## src/rtl/hp_pkg.sv

```systemverilog
package hp_pkg;
    typedef enum logic {
        ST_IDLE = 1'b0,
        ST_SCAN = 1'b1
    } scan_state_t;

    localparam logic [1:0] WORD_SEL  = 2'd0;
    localparam logic [1:0] WORD_CTL  = 2'd1;
    localparam logic [1:0] WORD_DATA = 2'd2;

    localparam logic [7:0] CMD_NEXT_EVENT = 8'd0;
    localparam int FLAG_PRESENT_BIT = 0;
    localparam int FLAG_PENDING_BIT = 1;
endpackage

```

## src/rtl/hp_slot_bank.sv

```systemverilog
module hp_slot_bank #(
    parameter int N_SLOTS = 8,
    parameter int SLOT_W  = 3
) (
    input  logic               clk,
    input  logic               rst_n,
    input  logic               plug_valid,
    input  logic               plug_hot,
    input  logic [SLOT_W-1:0]  plug_slot,
    input  logic               clr_en,
    input  logic [SLOT_W-1:0]  clr_idx,
    output logic [N_SLOTS-1:0] present,
    output logic [N_SLOTS-1:0] pending,
    output logic               hp_event
);
    logic slot_in_range;
    assign slot_in_range = 32'(plug_slot) < N_SLOTS;

    for (genvar g = 0; g < N_SLOTS; g++) begin : g_slot
        logic hit_plug;
        logic hit_clr;
        assign hit_plug = plug_valid && (plug_slot == SLOT_W'(g));
        assign hit_clr  = clr_en && (clr_idx == SLOT_W'(g));

        always_ff @(posedge clk) begin
            if (!rst_n) begin
                present[g] <= 1'b0;
                pending[g] <= 1'b0;
            end else begin
                if (hit_plug) begin
                    present[g] <= 1'b1;
                end
                // a hot insert wins over a simultaneous clear
                if (hit_plug && plug_hot) begin
                    pending[g] <= 1'b1;
                end else if (hit_clr) begin
                    pending[g] <= 1'b0;
                end
            end
        end
    end

    always_ff @(posedge clk) begin
        if (!rst_n) begin
            hp_event <= 1'b0;
        end else begin
            hp_event <= plug_valid && plug_hot && slot_in_range;
        end
    end
endmodule

```

## src/rtl/hp_scan_fsm.sv

```systemverilog
module hp_scan_fsm
    import hp_pkg::*;
#(
    parameter int N_SLOTS = 8,
    parameter int SLOT_W  = 3
) (
    input  logic               clk,
    input  logic               rst_n,
    input  logic               start,
    input  logic [SLOT_W-1:0]  start_idx,
    input  logic [N_SLOTS-1:0] pending,
    output logic               busy,
    output logic               found,
    output logic [SLOT_W-1:0]  found_idx
);
    localparam int CNT_W = $clog2(N_SLOTS + 1);
    localparam logic [SLOT_W-1:0] LAST_IDX = SLOT_W'(N_SLOTS - 1);

    scan_state_t state, next_state;
    logic [SLOT_W-1:0] iter;
    logic [CNT_W-1:0]  steps;
    logic hit;
    logic lap_done;

    assign hit      = pending[iter];
    assign lap_done = steps == CNT_W'(N_SLOTS - 1);

    always_comb begin
        next_state = state;
        unique case (state)
            ST_IDLE: if (start) next_state = ST_SCAN;
            ST_SCAN: if (hit || lap_done) next_state = ST_IDLE;
            default: next_state = ST_IDLE;
        endcase
    end

    always_ff @(posedge clk) begin
        if (!rst_n) begin
            state <= ST_IDLE;
        end else begin
            state <= next_state;
        end
    end

    always_ff @(posedge clk) begin
        if (!rst_n) begin
            iter  <= '0;
            steps <= '0;
        end else if (state == ST_IDLE && start) begin
            iter  <= start_idx;
            steps <= '0;
        end else if (state == ST_SCAN) begin
            iter  <= (iter == LAST_IDX) ? '0 : iter + 1'b1;
            steps <= steps + 1'b1;
        end
    end

    always_comb begin
        busy      = 1'b0;
        found     = 1'b0;
        found_idx = iter;
        unique case (state)
            ST_IDLE: busy = 1'b0;
            ST_SCAN: begin
                busy  = 1'b1;
                found = hit;
            end
            default: busy = 1'b0;
        endcase
    end
endmodule

```

## src/rtl/hp_reg_file.sv

```systemverilog
module hp_reg_file
    import hp_pkg::*;
#(
    parameter int N_SLOTS   = 8,
    parameter int SLOT_W    = 3,
    parameter int CMD_COUNT = 1
) (
    input  logic               clk,
    input  logic               rst_n,
    input  logic               bus_req,
    input  logic               bus_we,
    input  logic [1:0]         bus_word,
    input  logic [3:0]         bus_be,
    input  logic [31:0]        bus_wdata,
    output logic [31:0]        bus_rdata,
    output logic               bus_rvalid,
    input  logic               busy,
    input  logic [N_SLOTS-1:0] present,
    input  logic [N_SLOTS-1:0] pending,
    input  logic               found,
    input  logic [SLOT_W-1:0]  found_idx,
    output logic               clr_en,
    output logic [SLOT_W-1:0]  clr_idx,
    output logic               scan_start,
    output logic [SLOT_W-1:0]  scan_idx
);
    logic [31:0] selector;
    logic [7:0]  command;
    logic        acc;
    logic        sel_ok;
    logic [SLOT_W-1:0] sel_idx;
    logic        ctl_wr;
    logic        cmd_ok;
    logic [31:0] rd_word;

    assign acc     = bus_req && !busy;
    assign sel_ok  = selector < 32'(N_SLOTS);
    assign sel_idx = selector[SLOT_W-1:0];
    assign ctl_wr  = acc && bus_we && (bus_word == WORD_CTL) && sel_ok;
    assign clr_en  = ctl_wr && bus_be[0] && bus_wdata[FLAG_PENDING_BIT];
    assign clr_idx = sel_idx;
    assign cmd_ok  = ctl_wr && bus_be[1] && (32'(bus_wdata[15:8]) < CMD_COUNT);
    assign scan_start = cmd_ok && (bus_wdata[15:8] == CMD_NEXT_EVENT);
    assign scan_idx   = sel_idx;

    always_ff @(posedge clk) begin
        if (!rst_n) begin
            selector <= '0;
        end else if (acc && bus_we && bus_word == WORD_SEL) begin
            for (int b = 0; b < 4; b++) begin
                if (bus_be[b]) selector[8*b +: 8] <= bus_wdata[8*b +: 8];
            end
        end else if (found) begin
            selector <= 32'(found_idx);
        end
    end

    always_ff @(posedge clk) begin
        if (!rst_n) begin
            command <= CMD_NEXT_EVENT;
        end else if (cmd_ok) begin
            command <= bus_wdata[15:8];
        end
    end

    always_comb begin
        rd_word = '0;
        case (bus_word)
            WORD_CTL: if (sel_ok) begin
                rd_word[FLAG_PRESENT_BIT] = present[sel_idx];
                rd_word[FLAG_PENDING_BIT] = pending[sel_idx];
            end
            WORD_DATA: if (sel_ok && command == CMD_NEXT_EVENT) rd_word = selector;
            default: rd_word = '0;
        endcase
    end

    always_ff @(posedge clk) begin
        if (!rst_n) begin
            bus_rvalid <= 1'b0;
            bus_rdata  <= '0;
        end else begin
            bus_rvalid <= acc && !bus_we;
            if (acc && !bus_we) bus_rdata <= rd_word;
        end
    end
endmodule

```

## src/rtl/hp_hotplug_regs.sv

```systemverilog
module hp_hotplug_regs #(
    parameter int N_SLOTS   = 8,
    parameter int CMD_COUNT = 1,
    parameter int SLOT_W    = (N_SLOTS > 1) ? $clog2(N_SLOTS) : 1
) (
    input  logic              clk,
    input  logic              rst_n,
    input  logic              bus_req,
    input  logic              bus_we,
    input  logic [1:0]        bus_word,
    input  logic [3:0]        bus_be,
    input  logic [31:0]       bus_wdata,
    output logic [31:0]       bus_rdata,
    output logic              bus_rvalid,
    output logic              busy,
    input  logic              plug_valid,
    input  logic              plug_hot,
    input  logic [SLOT_W-1:0] plug_slot,
    output logic              hp_event
);
    logic [N_SLOTS-1:0] present;
    logic [N_SLOTS-1:0] pending;
    logic               clr_en;
    logic [SLOT_W-1:0]  clr_idx;
    logic               scan_start;
    logic [SLOT_W-1:0]  scan_idx;
    logic               scan_found;
    logic [SLOT_W-1:0]  scan_found_idx;

    hp_slot_bank #(.N_SLOTS(N_SLOTS), .SLOT_W(SLOT_W)) bank_i (
        .clk(clk), .rst_n(rst_n),
        .plug_valid(plug_valid), .plug_hot(plug_hot), .plug_slot(plug_slot),
        .clr_en(clr_en), .clr_idx(clr_idx),
        .present(present), .pending(pending), .hp_event(hp_event)
    );

    hp_scan_fsm #(.N_SLOTS(N_SLOTS), .SLOT_W(SLOT_W)) scan_i (
        .clk(clk), .rst_n(rst_n),
        .start(scan_start), .start_idx(scan_idx), .pending(pending),
        .busy(busy), .found(scan_found), .found_idx(scan_found_idx)
    );

    hp_reg_file #(.N_SLOTS(N_SLOTS), .SLOT_W(SLOT_W), .CMD_COUNT(CMD_COUNT)) regs_i (
        .clk(clk), .rst_n(rst_n),
        .bus_req(bus_req), .bus_we(bus_we), .bus_word(bus_word),
        .bus_be(bus_be), .bus_wdata(bus_wdata),
        .bus_rdata(bus_rdata), .bus_rvalid(bus_rvalid),
        .busy(busy), .present(present), .pending(pending),
        .found(scan_found), .found_idx(scan_found_idx),
        .clr_en(clr_en), .clr_idx(clr_idx),
        .scan_start(scan_start), .scan_idx(scan_idx)
    );
endmodule

```

## config.mk

```make
export PLATFORM = sky130hd
export DESIGN_NAME = hp_hotplug_regs
export DESIGN_NICKNAME = d
export VERILOG_FILES = /design/src/rtl/hp_pkg.sv /design/src/rtl/hp_slot_bank.sv /design/src/rtl/hp_scan_fsm.sv /design/src/rtl/hp_reg_file.sv /design/src/rtl/hp_hotplug_regs.sv
export SDC_FILE = /design/constraint.sdc
export NUM_CORES = 1
export LEC_CHECK = 0
export CORE_MARGIN = 2
export CORE_UTILIZATION = 35
export DETAILED_ROUTE_END_ITERATION = 10
export SETUP_SLACK_MARGIN = 0.4
export SLEW_MARGIN = 10
export SYNTH_ARGS = -nofsm -noshare
export SYNTH_HDL_FRONTEND = slang
export SYNTH_SLANG_ARGS = --single-unit
```

## constraint.sdc

```tcl
create_clock -name clk -period 5.97 [get_ports clk]
set_input_delay 1.791 -clock clk [delete_from_list [all_inputs] [get_ports clk]]
set_output_delay 1.791 -clock clk [all_outputs]
set_load 0.05 [all_outputs]
```

**Word level (Yosys, flattened, before mapping)**

Cells that the tools add are included.

- Add/sub/neg operators: 2
- Magnitude comparators: 4
- Equality and inequality tests: 22
- Multiplexer cells: 40
- Bitwise operators: 2
- Reductions and logical operators: 61

Operators by type and width:

| cell | number |
|---|---|
| $mux W32 | 3 |
| $logic_and A1 B1 Y1 | 38 |
| $lt A32 B4 Y1 const B | 1 |
| $mux W8 | 4 |
| $mux W30 | 1 |
| $eq A3 B3 Y1 const B | 9 |
| $mux W1 | 22 |
| $reduce_bool A2 Y1 | 10 |
| $logic_not A8 Y1 | 2 |
| $eq A3 B2 Y1 const B | 4 |
| $bmux W1 S3 | 3 |
| $mux W3 | 3 |
| $lt A3 B4 Y1 const B | 2 |
| $lt A8 B1 Y1 const B | 1 |
| $ne A2 B2 Y1 const B | 4 |
| $reduce_and A2 Y1 | 4 |
| $eq A3 B1 Y1 const B | 2 |
| $logic_not A3 Y1 | 2 |
| $add A4 B1 Y4 const B | 1 |
| $eq A4 B3 Y1 const B | 1 |
| $pmux W1 S2 | 2 |
| $pmux W2 S2 | 1 |
| $add A3 B1 Y3 const B | 1 |
| $eq A2 B1 Y1 const B | 1 |
| other kinds (7) | 9 |

- Flip-flop bits (word level): 98
- Bits of input ports: 47
- Output and inout port bits: 35
- Logic and storage cells: 158

**Logic depth before layout (Yosys ltp)**

Gate-level depths: netlist of run 1.

- Word-level depth: 12
- Mapped depth: 8
- Depth with buffers taken out: 7

**Hierarchy**

From an unflattened synthesis of run 1, not the netlist that was laid out.

- Cells, all modules: 372
- Area, all modules: 3,831.2 um^2

By module, submodules not included:

| module | times used | cells each | area each (um^2) | sequential area each (um^2) |
|---|---|---|---|---|
| hp_reg_file | 1 | 254 | 2,710.1 | 1,461.4 |
| hp_slot_bank | 1 | 68 | 636.9 | 340.3 |
| hp_scan_fsm | 1 | 50 | 484.2 | 160.2 |

**Worst setup path after synthesis of run 1**

OpenSTA, ideal clock, no wires.

- Kind: input to register
- Start: input bus_word[1]
- End: register regs_i.command[0]
- Library setup time: 0.115 ns
- Data arrival time: 3.026 ns
- Required time: 5.855 ns
- Slack: 2.829 ns
- Cell stages on the path: 7
- Path buffers: 0
- Cell sequence: inv_1 > ha_1 > nand2_1 > nand4b_1 > nor3_1 > nor2_1 > and2_1

- Word-level cells in the longest chain between the ends: 5

RTL lines:

| item | line | RTL |
|---|---|---|
| from (decl) | hp_hotplug_regs.sv:10 | `input logic [1:0] bus_word,` |
| $eq A2 B1 Y1 | hp_reg_file.sv:39 | `assign ctl_wr = acc && bus_we && (bus_word == WORD_CTL) && sel_ok;` |
| $logic_and A1 B1 Y1 (2 in series) | hp_reg_file.sv:39 |  |
| $logic_and A1 B1 Y1 (2 in series) | hp_reg_file.sv:42 | `assign cmd_ok = ctl_wr && bus_be[1] && (32'(bus_wdata[15:8]) < CMD_COUNT);` |
| to (signal assigned) | hp_reg_file.sv:62 | `command <= bus_wdata[15:8];` |
| to (decl) | hp_reg_file.sv:28 | `logic [7:0] command;` |

Every way passes these cells.
A chain may end at the register's enable or synchronous reset.

==> impl_summary.log, run 1 <==
INFO  metric outcome = completed
INFO  metric detailedPlacementHpwl = between 6000 and 7000 um
INFO  metric total_routing_resource_utilization_after_global_routing = between 10% and 20%
INFO  metric synth_seq_area_share = between 50% and 60%
INFO  metric critical_path_data_required_time = ~6.3 ns
INFO  metric postSynth.topFlopCell = dfxtp_1
INFO  metric wl = 8850 um
INFO  metric dieWidth = between 100 and 150 um
INFO  metric number_of_max_cap_violations = 0
INFO  metric critPathLaunchType = input pin
INFO  metric die-area = about 11000 um2
INFO  metric cts_post_setup_buffers_inserted = 0
INFO  metric clock-root-buffer = clkbuf_8
INFO  metric timing.max_slew.rel_slack = between 40% and 50%
INFO  metric grt_setup_unrepaired = false
INFO  metric route.vias.total = 2928
INFO  metric post_synth_instance_area = roughly 3700 um2
INFO  metric worstHoldPathType = flip-flop to flip-flop
INFO  metric global_route_wire_length_before_repair = 14100 um
INFO  metric detail_route.first_pass.iterations = 4
INFO  metric path_clk_slew = roughly 0.10 ns
INFO  metric cell_leakage_power = 0.00170 uW
INFO  metric cts_made_buffers = 9
INFO  metric setup_viol_count_final = 0
INFO  metric worst_clock_skew = between 0.01 and 0.015 ns
INFO  metric timing.final.max_slew_violations = 0
INFO  metric timing.final.crit_share = between 60% and 70%
INFO  metric synth_async_sr_flop_share = 0%
INFO  metric place_congestion = approximately 0.83
INFO  metric initial_core_util = between 30% and 40%
INFO  metric layout_min_cycle_time = ~3.9 ns
INFO  metric count_of_flip_flops_with_a_built_in_enable_after_synthesis = 0
INFO  metric yosys_warnings = 0
INFO  metric finalNetCount = around 490
INFO  metric finish.cell_count_without_fillers = around 580
INFO  metric synthDominantCellAreaShare = between 50% and 60%
INFO  metric timing_worst_setup_path_type = input pin to flip-flop
INFO  metric finalHoldViolations = 0
INFO  metric cts_hold_fix_bufs = 0
INFO  metric detail_route.drc_violations = 0
INFO  metric layout_commonest_cell = dfxtp_1
INFO  metric placed_cells = 560
INFO  metric critical_path_arrival = approximately 4.2 ns
INFO  metric powerDensity = about 240 nW/um2
INFO  metric cts_resized = 0
INFO  metric synthCells = ~360
INFO  metric clock_latency_on_the_worst_skew_pair = 0.36 ns
INFO  metric cts-root-to-sink-buffers = 2
INFO  metric synth-seq-cells = 98
INFO  metric synth.largest_area_cell = dfxtp_1
INFO  metric max-vdd-ir-drop = about 0.00012 V
INFO  metric worst_slew_pin_slew = 0.787 ns
INFO  metric grt_antenna_before_repair = 0
INFO  metric drt_first_iter_violations = between 100 and 150
INFO  metric final.setup.tns = 0 ns
INFO  metric design.portCount = between 80 and 90
INFO  metric commonest_cells_after_routing_fill_and_taps_aside = 98 x dfxtp_1, 81 x clkdlybuf4s50_1, 39 x and2_1
INFO  metric setup.worst_path.end_class = flip-flop
INFO  metric achievable-frequency = approximately 260 MHz
INFO  metric flow.area_growth_from_synthesis = 29.9%
INFO  metric mapped_nets = 414
INFO  metric critPathMaxFanout = 29
INFO  metric floorplan.rows = 37
INFO  metric tritoncts_num_sinks = 98
INFO  metric post_synth.cell_area_avg = 10.2 um2
INFO  metric routed_wire_length_per_instance = between 15 and 20 um
INFO  metric antenna_cells_inserted = 0
INFO  metric die-height = ~110 um
INFO  metric number_of_distinct_library_cells_after_synthesis = 44
INFO  metric cts_tree = done
INFO  metric drive_gt1_share = 5.68%
INFO  metric detail-route-antenna-nets = 0
INFO  metric h-tree-depth = 3
INFO  metric globalRouteOverflowTotal = 0
INFO  metric port_buffers = 81
INFO  metric netlist_top_cells_area = dfxtp_1 53%, a32o_1 7.9%, and2_1 6.6%
INFO  metric finish.utilization = 46.5%
INFO  metric core-area = 10300 um2
INFO  metric largest_net_degree_at_the_start_of_global_routing = 32
INFO  metric first_global_vias = roughly 2800
INFO  metric route.detailed.vias_per_inst = around 5.1
power breakdown:
part           switching [uW]  internal, uW  total (uW)
sequential               3.54           659         663
combinational            44.2          41.6        85.8
clock                     243           172         415
worst max-delay path, cell delays in order:
cell,delay (ns)
clkdlybuf4s50_1,0.91
clkinv_1,0.68
nor2_2,0.24
buf_4,0.31
a32o_1,0.22
layer usage:
layer	global-route usage, %	part of all wire (%)	up-vias	routed length, um
met5	0	0	-	0
met4	7.05	2.1	0	186
met3	3.07	4.8	14	425
met2	25.0	47	75	4130
met1	21.2	46	1380	4110
li1	-	-	1459	-
final cells by class:
class / instances / area [um2]
timing repair buffer: 83 / 826
multi-input combinational: 238 / 1600
inverter: 5 / 18.8
sequential: 98 / 1960
tap: 136 / 170
clock inverter: 6 / 60.1
clock buffer: 10 / 138
fill: 990 / 5500
logic make-up after synthesis:
| kind of cell | after synthesis | share of synthesized area (%) |
|---|---|---|
| DFF | 98 | 53.4 |
| and+or+nand+nor | 152 | 21.9 |
| buffers and inverters | 25 | 3.16 |
| xor gates and xnor gates | 3 | 0.715 |
| adders and majority gates | 6 | 2.04 |
| AOI/OAI and AO/OA | 63 | 13.9 |
| muxes | 14 | 4.87 |
state kept, by name (all words and copies together) (netlist names):
name,cells
bank_i.hp_event,1
regs_i.bus_rvalid,1
regs_i.bus_rdata,32
regs_i.selector,32
scan_i.found_idx,3
scan_i.state,1
scan_i.steps,4
bank_i.present,8
regs_i.command,8
bank_i.pending,8
path summary, 6_finish.rpt:
path         cells after the start                   to  slack [ns]               from
max                              5  regs_i.selector[26]        2.10              rst_n
min                              1    regs_i.command[6]        0.47  regs_i.command[6]
max reg2reg                      5    regs_i.command[4]        3.73       scan_i.state
min reg2reg                      1    regs_i.command[6]        0.47  regs_i.command[6]
synthesized netlist by cell type (3+ instances only):
| cell type | instances |
|---|---|
| clkbuf_1 | 12 |
| a32o_1 | 29 |
| nand2b_1 | 11 |
| nor2_1 | 34 |
| o22ai_1 | 4 |
| and2_1 | 39 |
| ha_1 | 6 |
| o21ai_0 | 6 |
| nand2_1 | 25 |
| and3_1 | 5 |
| nor4_1 | 11 |
| inv_1 | 4 |
| dfxtp_1 | 98 |
| nand4_1 | 4 |
| mux4_2 | 3 |
| a21oi_1 | 7 |
| buf_2 | 3 |
| nand3_1 | 4 |
| o211ai_1 | 5 |
| mux2i_1 | 10 |
| nor3_1 | 7 |
through the flow:
step	setup WS, ns	hold WS (ns)	area (um2)	total power (uW)
finish	2.10	0.467	4780	1160
global route	1.88	0.489	4780	1210
CTS	2.11	0.467	4780	1180
detailed placement	1.73	0.440	4580	764
global placement	1.78	0.440	4580	763
floorplan	2.83	0.422	3680	716
(Power assumes the default switching activity.)
==> run 2: changes to the inputs <==
==> constraint.sdc (replaced) <==
create_clock -name clk -period 3.4 [get_ports clk]
set_input_delay 1.02 -clock clk [delete_from_list [all_inputs] [get_ports clk]]
set_output_delay 1.02 -clock clk [all_outputs]
set_load 0.05 [all_outputs]
==> run 2 against run 1 <==
Power increased by 83%. Final cell count increased by 0.69%. Clock skew increased by 0.0038 ns. Critical path depth decreased by 4. Count of clock-buffer cells in the layout decreased by 1. Sequential share of layout area decreased by 0.43 points. Utilization increased by 0.49 points. Critical path type is now flip-flop to output pin. Largest cell class unchanged.
==> impl_summary.log, run 2 (synthesized netlist as in run 1, its figures left out) <==
INFO  metric worstPathBufferInverterCount = 1 (was 3)
INFO  metric critPathLaunchType = flip-flop (was input pin)
INFO  metric dpl_worst_slack = 0.395 ns (was 1.73 ns)
INFO  metric critical_path_data_required_time = 2.38 ns (was 6.28 ns)
INFO  metric finalHoldViolations = 0 (unchanged)
INFO  metric dieWidth = 107 um (unchanged)
INFO  metric cts_post_setup_buffers_inserted = 0 (unchanged)
INFO  metric die-height = 107 um (unchanged)
INFO  metric die-area = 11300 um2 (unchanged)
INFO  metric r2r_worst_path_depth = 4 (was 5)
INFO  metric finish.utilization = 47.0% (was 46.5%)
INFO  metric clockPowerShare = 38.0% (was 35.6%)
INFO  metric flow.area_growth_from_synthesis = 31.2% (was 29.9%)
INFO  metric timing.critical_path.depth = 1 (was 5)
INFO  metric drt_first_iter_violations = 124 (was 114)
INFO  metric core-area = 10300 um2 (unchanged)
INFO  metric worstHoldPathType = flip-flop to flip-flop (unchanged)
INFO  metric design.portCount = 82 (unchanged)
INFO  metric regToRegSetupSlack = 1.25 ns (was 3.73 ns)
INFO  metric routed_wire_length_per_instance = 15.5 um (was 15.4 um)
INFO  metric port_buffers = 81 (unchanged)
INFO  metric initial_core_util = 35.8% (unchanged)
INFO  metric timing.max_slew.rel_slack = 53.2% (was 47.2%)
INFO  metric detail_route.drc_violations = 0 (unchanged)
INFO  metric share_comb_of_total_power = 7.2% (was 7.4%)
INFO  metric total_routing_resource_utilization_after_global_routing = 15.9% (about the same)
INFO  metric largest_net_degree_at_the_start_of_global_routing = 30 (was 32)
INFO  metric n_fill_cell = 981 (was 990)
INFO  metric slowest_stage = clkdlybuf4s50_1 (unchanged)
INFO  metric critPathMaxFanout = 11 (was 29)
INFO  metric drive_gt1_share = 6.53% (was 5.68%)
INFO  metric outcome = completed (unchanged)
INFO  metric place_congestion = 0.798 (was 0.833)
INFO  metric path_clk_slew = 0.10 ns (about the same)
INFO  metric final.setup.tns = 0 ns (unchanged)
INFO  metric max-vdd-ir-drop = 0.000316 V (was 0.000124 V)
INFO  metric h-tree-depth = 3 (unchanged)
INFO  metric antenna_cells_inserted = 0 (unchanged)
INFO  metric cts_made_buffers = 9 (unchanged)
INFO  metric worst_slew_pin_slew = 0.702 ns (was 0.787 ns)
INFO  metric cts_hold_fix_bufs = 0 (unchanged)
INFO  metric achievable-frequency = about 350 MHz
INFO  metric cts_resized = 0 (unchanged)
INFO  metric clock_latency_on_the_worst_skew_pair = 0.36 ns (about the same)
INFO  metric tritoncts_num_sinks = 98 (unchanged)
INFO  metric detail_route.first_pass.iterations = 4 (unchanged)
INFO  metric layout_min_cycle_time = roughly 2.8 ns
INFO  metric detail-route-antenna-nets = 0 (unchanged)
INFO  metric min_delay_path_depth = 1 (unchanged)
INFO  metric powerDensity = 441 nW/um2 (was 244 nW/um2)
INFO  metric largest_registers = regs_i.bus_rdata x32, regs_i.selector x32 (unchanged)
INFO  metric cell_by_cell_trace_of_the_critical_path = clkdlybuf4s50_1 (was clkdlybuf4s50_1 -> clkinv_1 -> nor2_2 -> buf_4 -> a32o_1)
INFO  metric layout_commonest_cell = dfxtp_1 (unchanged)
INFO  metric timing_worst_setup_path_type = flip-flop to output pin (was input pin to flip-flop)
INFO  metric cts-root-to-sink-buffers = 2 (unchanged)
INFO  metric wl = 8970 um (was 8850 um)
INFO  metric route.vias.total = 2947 (was 2928)
INFO  metric sequentialPowerShare = 54.7% (was 57.0%)
INFO  metric finalNetCount = 492 (was 488)
INFO  metric p_int = 1600 uW (was 873 uW)
INFO  metric worst_path_largest_cell_delay = 0.88 ns (was 0.91 ns)
INFO  metric grt_antenna_before_repair = 0 (unchanged)
INFO  metric commonest_cells_after_routing_fill_and_taps_aside = 98 x dfxtp_1, 81 x clkdlybuf4s50_1, 39 x and2_1 (unchanged)
INFO  metric floorplan.rows = 37 (unchanged)
INFO  metric setup_viol_count_final = 0 (unchanged)
INFO  metric finalHoldWorstSlack = 0.464 ns (was 0.467 ns)
INFO  metric grt_setup_unrepaired = false (unchanged)
INFO  metric total_power = 2130 uW (was 1160 uW)
INFO  metric cell_leakage_power = 0.00173 uW (was 0.00170 uW)
INFO  metric number_of_max_cap_violations = 0 (unchanged)
INFO  metric layout_setup_ws = 0.567 ns (was 2.10 ns)
INFO  metric timing.final.max_slew_violations = 0 (unchanged)
INFO  metric worst_clock_skew = 0.0151 ns (was 0.0113 ns)
INFO  metric power.net_switching = 532 uW (was 291 uW)
INFO  metric setup.worst_path.end_class = output pin (was flip-flop)
INFO  metric switching_share = 25.0% (about the same)
INFO  metric first_global_vias = 2864 (was 2838)
INFO  metric timing.final.crit_share = a little over four fifths
INFO  metric route.detailed.vias_per_inst = 5.08 (about the same)
INFO  metric global_route_wire_length_before_repair = 14200 um (was 14100 um)
INFO  metric detailedPlacementHpwl = 6490 um (was 6350 um)
INFO  metric clock-root-buffer = clkbuf_8 (unchanged)
INFO  metric cts_tree = done (unchanged)
INFO  metric globalRouteOverflowTotal = 0 (unchanged)
INFO  metric critical_path_arrival = 1.81 ns (was 4.18 ns)
INFO  metric cpLargestDelayFamily = buffers and inverters (unchanged)
[run 2: changes by cell type in the layout (fill, tap and decap cells not counted)]
cell        previous run  this run
clkinv_4               3         0
clkinvlp_4             0         1
inv_8                  0         2
buf_4                  2         6
bufinv_16              0         1
clkbuf_8              10         9
[run 2: per-stage QoR]
stage | cell area (um2) | instances
after floorplan | 3680 | 361
after global routing | 4830 | 580
final | 4830 | 580
after detailed placement | 4610 | 564
after global placement | 4610 | 564
after CTS | 4830 | 580
[run 2: area by class of cell]
| class | count | area, um2 | share of cell area, % |
|---|---|---|---|
| sequential | 98 | 1960 | 40.7 |
| timing repair buffer | 87 | 856 | 17.7 |
| inverter | 5 | 18.8 | 0.389 |
| clock inverter | 7 | 93.8 | 1.94 |
| tap | 136 | 170 | 3.53 |
| multi-input combinational | 238 | 1600 | 33.2 |
| clock buffer | 9 | 124 | 2.57 |
[run 2: per-layer routing]
layer	track usage, %	wire length (um)
met1	21.8	4270
met2	25.0	4140
met3	2.82	448
met4	5.84	113
met5	0	0
[run 2: worst paths after layout]
check                      start                  end
min reg2reg  regs_i.bus_rdata[7]  regs_i.bus_rdata[7]
max reg2reg   regs_i.selector[1]  regs_i.bus_rdata[1]
max                 scan_i.state                 busy
min          regs_i.bus_rdata[7]  regs_i.bus_rdata[7]
[run 2: power groups by stage]
stage | registers (uW) | clock network, uW | logic [uW]
after floorplan | 1190 | 0 | 65.7
after global placement | 1190 | 0 | 153
after detailed placement | 1190 | 0 | 153
after CTS | 1160 | 830 | 154
after global routing | 1170 | 881 | 167
final | 1160 | 809 | 154
==> run 3: changes to the inputs <==
==> constraint.sdc (replaced) <==
create_clock -name clk -period 2.66 [get_ports clk]
set_input_delay 0.798 -clock clk [delete_from_list [all_inputs] [get_ports clk]]
set_output_delay 0.798 -clock clk [all_outputs]
set_load 0.05 [all_outputs]
==> run 3 against run 2 <==
Power rose by 23%. Die area unchanged. Count of clock-buffer cells in the layout rose by 1.
==> impl_summary.log, run 3 (synthesized netlist as in run 1, its figures left out) <==
INFO  metric grt_antenna_before_repair = 0 (unchanged)
INFO  metric critical_path_arrival = 2.41 ns (was 1.81 ns)
INFO  metric drive_gt1_share = 9.25% (was 6.53%)
INFO  metric timing.final.max_slew_violations = 0 (unchanged)
INFO  metric critPathLaunchType = input pin (was flip-flop)
INFO  metric finish.utilization = 47.1% (was 47.0%)
INFO  metric final.setup.tns = 0 ns (unchanged)
INFO  metric core-area = 10300 um2 (unchanged)
INFO  metric layout_commonest_cell = dfxtp_1 (unchanged)
INFO  metric worst_clock_skew = 0.00940 ns (was 0.0151 ns)
INFO  metric share_comb_of_total_power = 7.8% (was 7.2%)
INFO  metric globalRouteOverflowTotal = 0 (unchanged)
INFO  metric port_buffers = 81 (unchanged)
INFO  metric power.net_switching = 648 uW (was 532 uW)
INFO  metric clock_latency_on_the_worst_skew_pair = 0.36 ns (about the same)
INFO  metric powerDensity = 540 nW/um2 (was 441 nW/um2)
INFO  metric wl = 8750 um (was 8970 um)
INFO  metric drt_first_iter_violations = 102 (was 124)
INFO  metric initial_core_util = 35.8% (unchanged)
INFO  metric worst_r2r_src = scan_i.found_idx[1] (was regs_i.selector[1])
INFO  metric route.detailed.vias_per_inst = 5.02 (was 5.08)
INFO  metric total_routing_resource_utilization_after_global_routing = 15.8% (was 15.9%)
INFO  metric grt_setup_unrepaired = false (unchanged)
INFO  metric cts-root-to-sink-buffers = 2 (unchanged)
INFO  metric place_congestion = 0.821 (was 0.798)
INFO  metric dpl_worst_slack = 0.0662 ns (was 0.395 ns)
INFO  metric path_clk_slew = 0.10 ns (about the same)
INFO  metric achievable-frequency = between 400 and 500 MHz
INFO  metric design.portCount = 82 (unchanged)
INFO  metric setup_viol_count_final = 0 (unchanged)
INFO  metric layout_setup_ws = 0.501 ns (was 0.567 ns)
INFO  metric commonest_cells_after_routing_fill_and_taps_aside = 98 x dfxtp_1, 46 x clkdlybuf4s50_1, 38 x and2_1 (was 98 x dfxtp_1, 81 x clkdlybuf4s50_1, 39 x and2_1)
INFO  metric timing.final.crit_share = around 81%
INFO  metric clock-root-buffer = clkbuf_8 (unchanged)
INFO  metric max-vdd-ir-drop = 0.000243 V (was 0.000316 V)
INFO  metric layout_min_cycle_time = 2.16 ns
INFO  metric critPathMaxFanout = 8 (was 11)
INFO  metric switching_share = 24.8% (was 25.0%)
INFO  metric antenna_cells_inserted = 0 (unchanged)
INFO  metric tritoncts_num_sinks = 98 (unchanged)
INFO  metric worstHoldStart = regs_i.bus_rdata[8] (was regs_i.bus_rdata[7])
INFO  metric detail-route-antenna-nets = 0 (unchanged)
INFO  metric largest_registers = regs_i.bus_rdata x32, regs_i.selector x32 (unchanged)
INFO  metric sequentialPowerShare = 56.8% (was 54.7%)
INFO  metric routed_wire_length_per_instance = 14.8 um (was 15.5 um)
INFO  metric timing.max_slew.rel_slack = 56.8% (was 53.2%)
INFO  metric route.vias.total = 2959 (was 2947)
INFO  metric p_int = 1970 uW (was 1600 uW)
INFO  metric clockPowerShare = 35.4% (was 38.0%)
INFO  metric cp-startpoint = bus_wdata[12] (was scan_i.state)
INFO  metric detail_route.first_pass.iterations = 4 (unchanged)
INFO  metric floorplan.rows = 37 (unchanged)
INFO  metric finalHoldViolations = 0 (unchanged)
INFO  metric detail_route.drc_violations = 0 (unchanged)
INFO  metric detailedPlacementHpwl = 6400 um (was 6490 um)
INFO  metric dieWidth = 107 um (unchanged)
INFO  metric critical_path_data_required_time = 2.91 ns (was 2.38 ns)
INFO  metric cts_post_setup_buffers_inserted = 0 (unchanged)
INFO  metric finalHoldWorstSlack = 0.460 ns (was 0.464 ns)
INFO  metric cts_tree = done (unchanged)
INFO  metric die-area = 11300 um2 (unchanged)
INFO  metric number_of_max_cap_violations = 0 (unchanged)
INFO  metric setup.worst_path.end_class = flip-flop (was output pin)
INFO  metric worstHoldPathType = flip-flop to flip-flop (unchanged)
INFO  metric timing_worst_setup_path_type = input pin to flip-flop (was flip-flop to output pin)
INFO  metric first_global_vias = 2889 (was 2864)
INFO  metric finalNetCount = 502 (was 492)
INFO  metric global_route_wire_length_before_repair = 14100 um (was 14200 um)
INFO  metric cell_leakage_power = 0.00194 uW (was 0.00173 uW)
INFO  metric worst_slew_pin_slew = 0.641 ns (was 0.702 ns)
INFO  metric largest_net_degree_at_the_start_of_global_routing = 30 (unchanged)
INFO  metric die-height = 107 um (unchanged)
INFO  metric total_power = 2620 uW (was 2130 uW)
INFO  metric outcome = completed (unchanged)
INFO  metric flow.area_growth_from_synthesis = 31.7% (was 31.2%)
INFO  metric h-tree-depth = 3 (unchanged)
INFO  metric cts_made_buffers = 9 (unchanged)
run 3: layout make-up:
class / count / area [um2]
clock buffers: 10 / 138
well taps: 136 / 170
inverters: 5 / 18.8
clock inverters: 6 / 57.6
multi-input cells: 238 / 1610
repair buffers: 97 / 887
flip-flops and latches: 98 / 1960
fillers: 1050 / 5430
run 3: through the flow:
stage                     instance area (um2)  std cells
after global placement                   4680        574
final                                    4840        590
after CTS                                4830        590
after detailed placement                 4680        574
after floorplan                          3680        361
after global routing                     4840        590
run 3: worst paths after layout:
path                         end  slack (ns)  cells after the start
max reg2reg   regs_i.selector[1]        0.65                      4
min          regs_i.bus_rdata[8]        0.46                      1
min reg2reg  regs_i.bus_rdata[8]        0.46                      1
max            regs_i.command[0]        0.50                      7
run 3: power groups by stage:
stage          Clock [uW]  Combinational (uW)  Sequential [uW]
2_1_floorplan           0                83.9             1520
6_report              926                 204             1490
5_1_grt              1020                 224             1490
3_5_place_dp            0                 202             1520
3_3_place_gp            0                 202             1520
4_1_cts               956                 203             1490
run 3: critical path, cell delays in order:
cell and delay (ns):
clkdlybuf4s50_1 0.43, nor4_1 0.42, nand4b_1 0.18, nor3_1 0.18, buf_4 0.18, nor2_2 0.07, and2_1 0.16
run 3: routing by layer:
layer  GRT usage (%)  share of wire, %  up-vias
met3            2.82               5.1       15
met2            25.2                45       68
met4            6.68               2.1        0
met5               0                 0        -
li1                -                 -     1485
met1            21.2                48     1391
run 3: timing repair:
action | CTS | global route
hold endpoints to repair | 0 | 0
hold buffers | 0 | 0
gates resized for setup | 35 | 3
endpoints found under the setup margin | 35 | 35
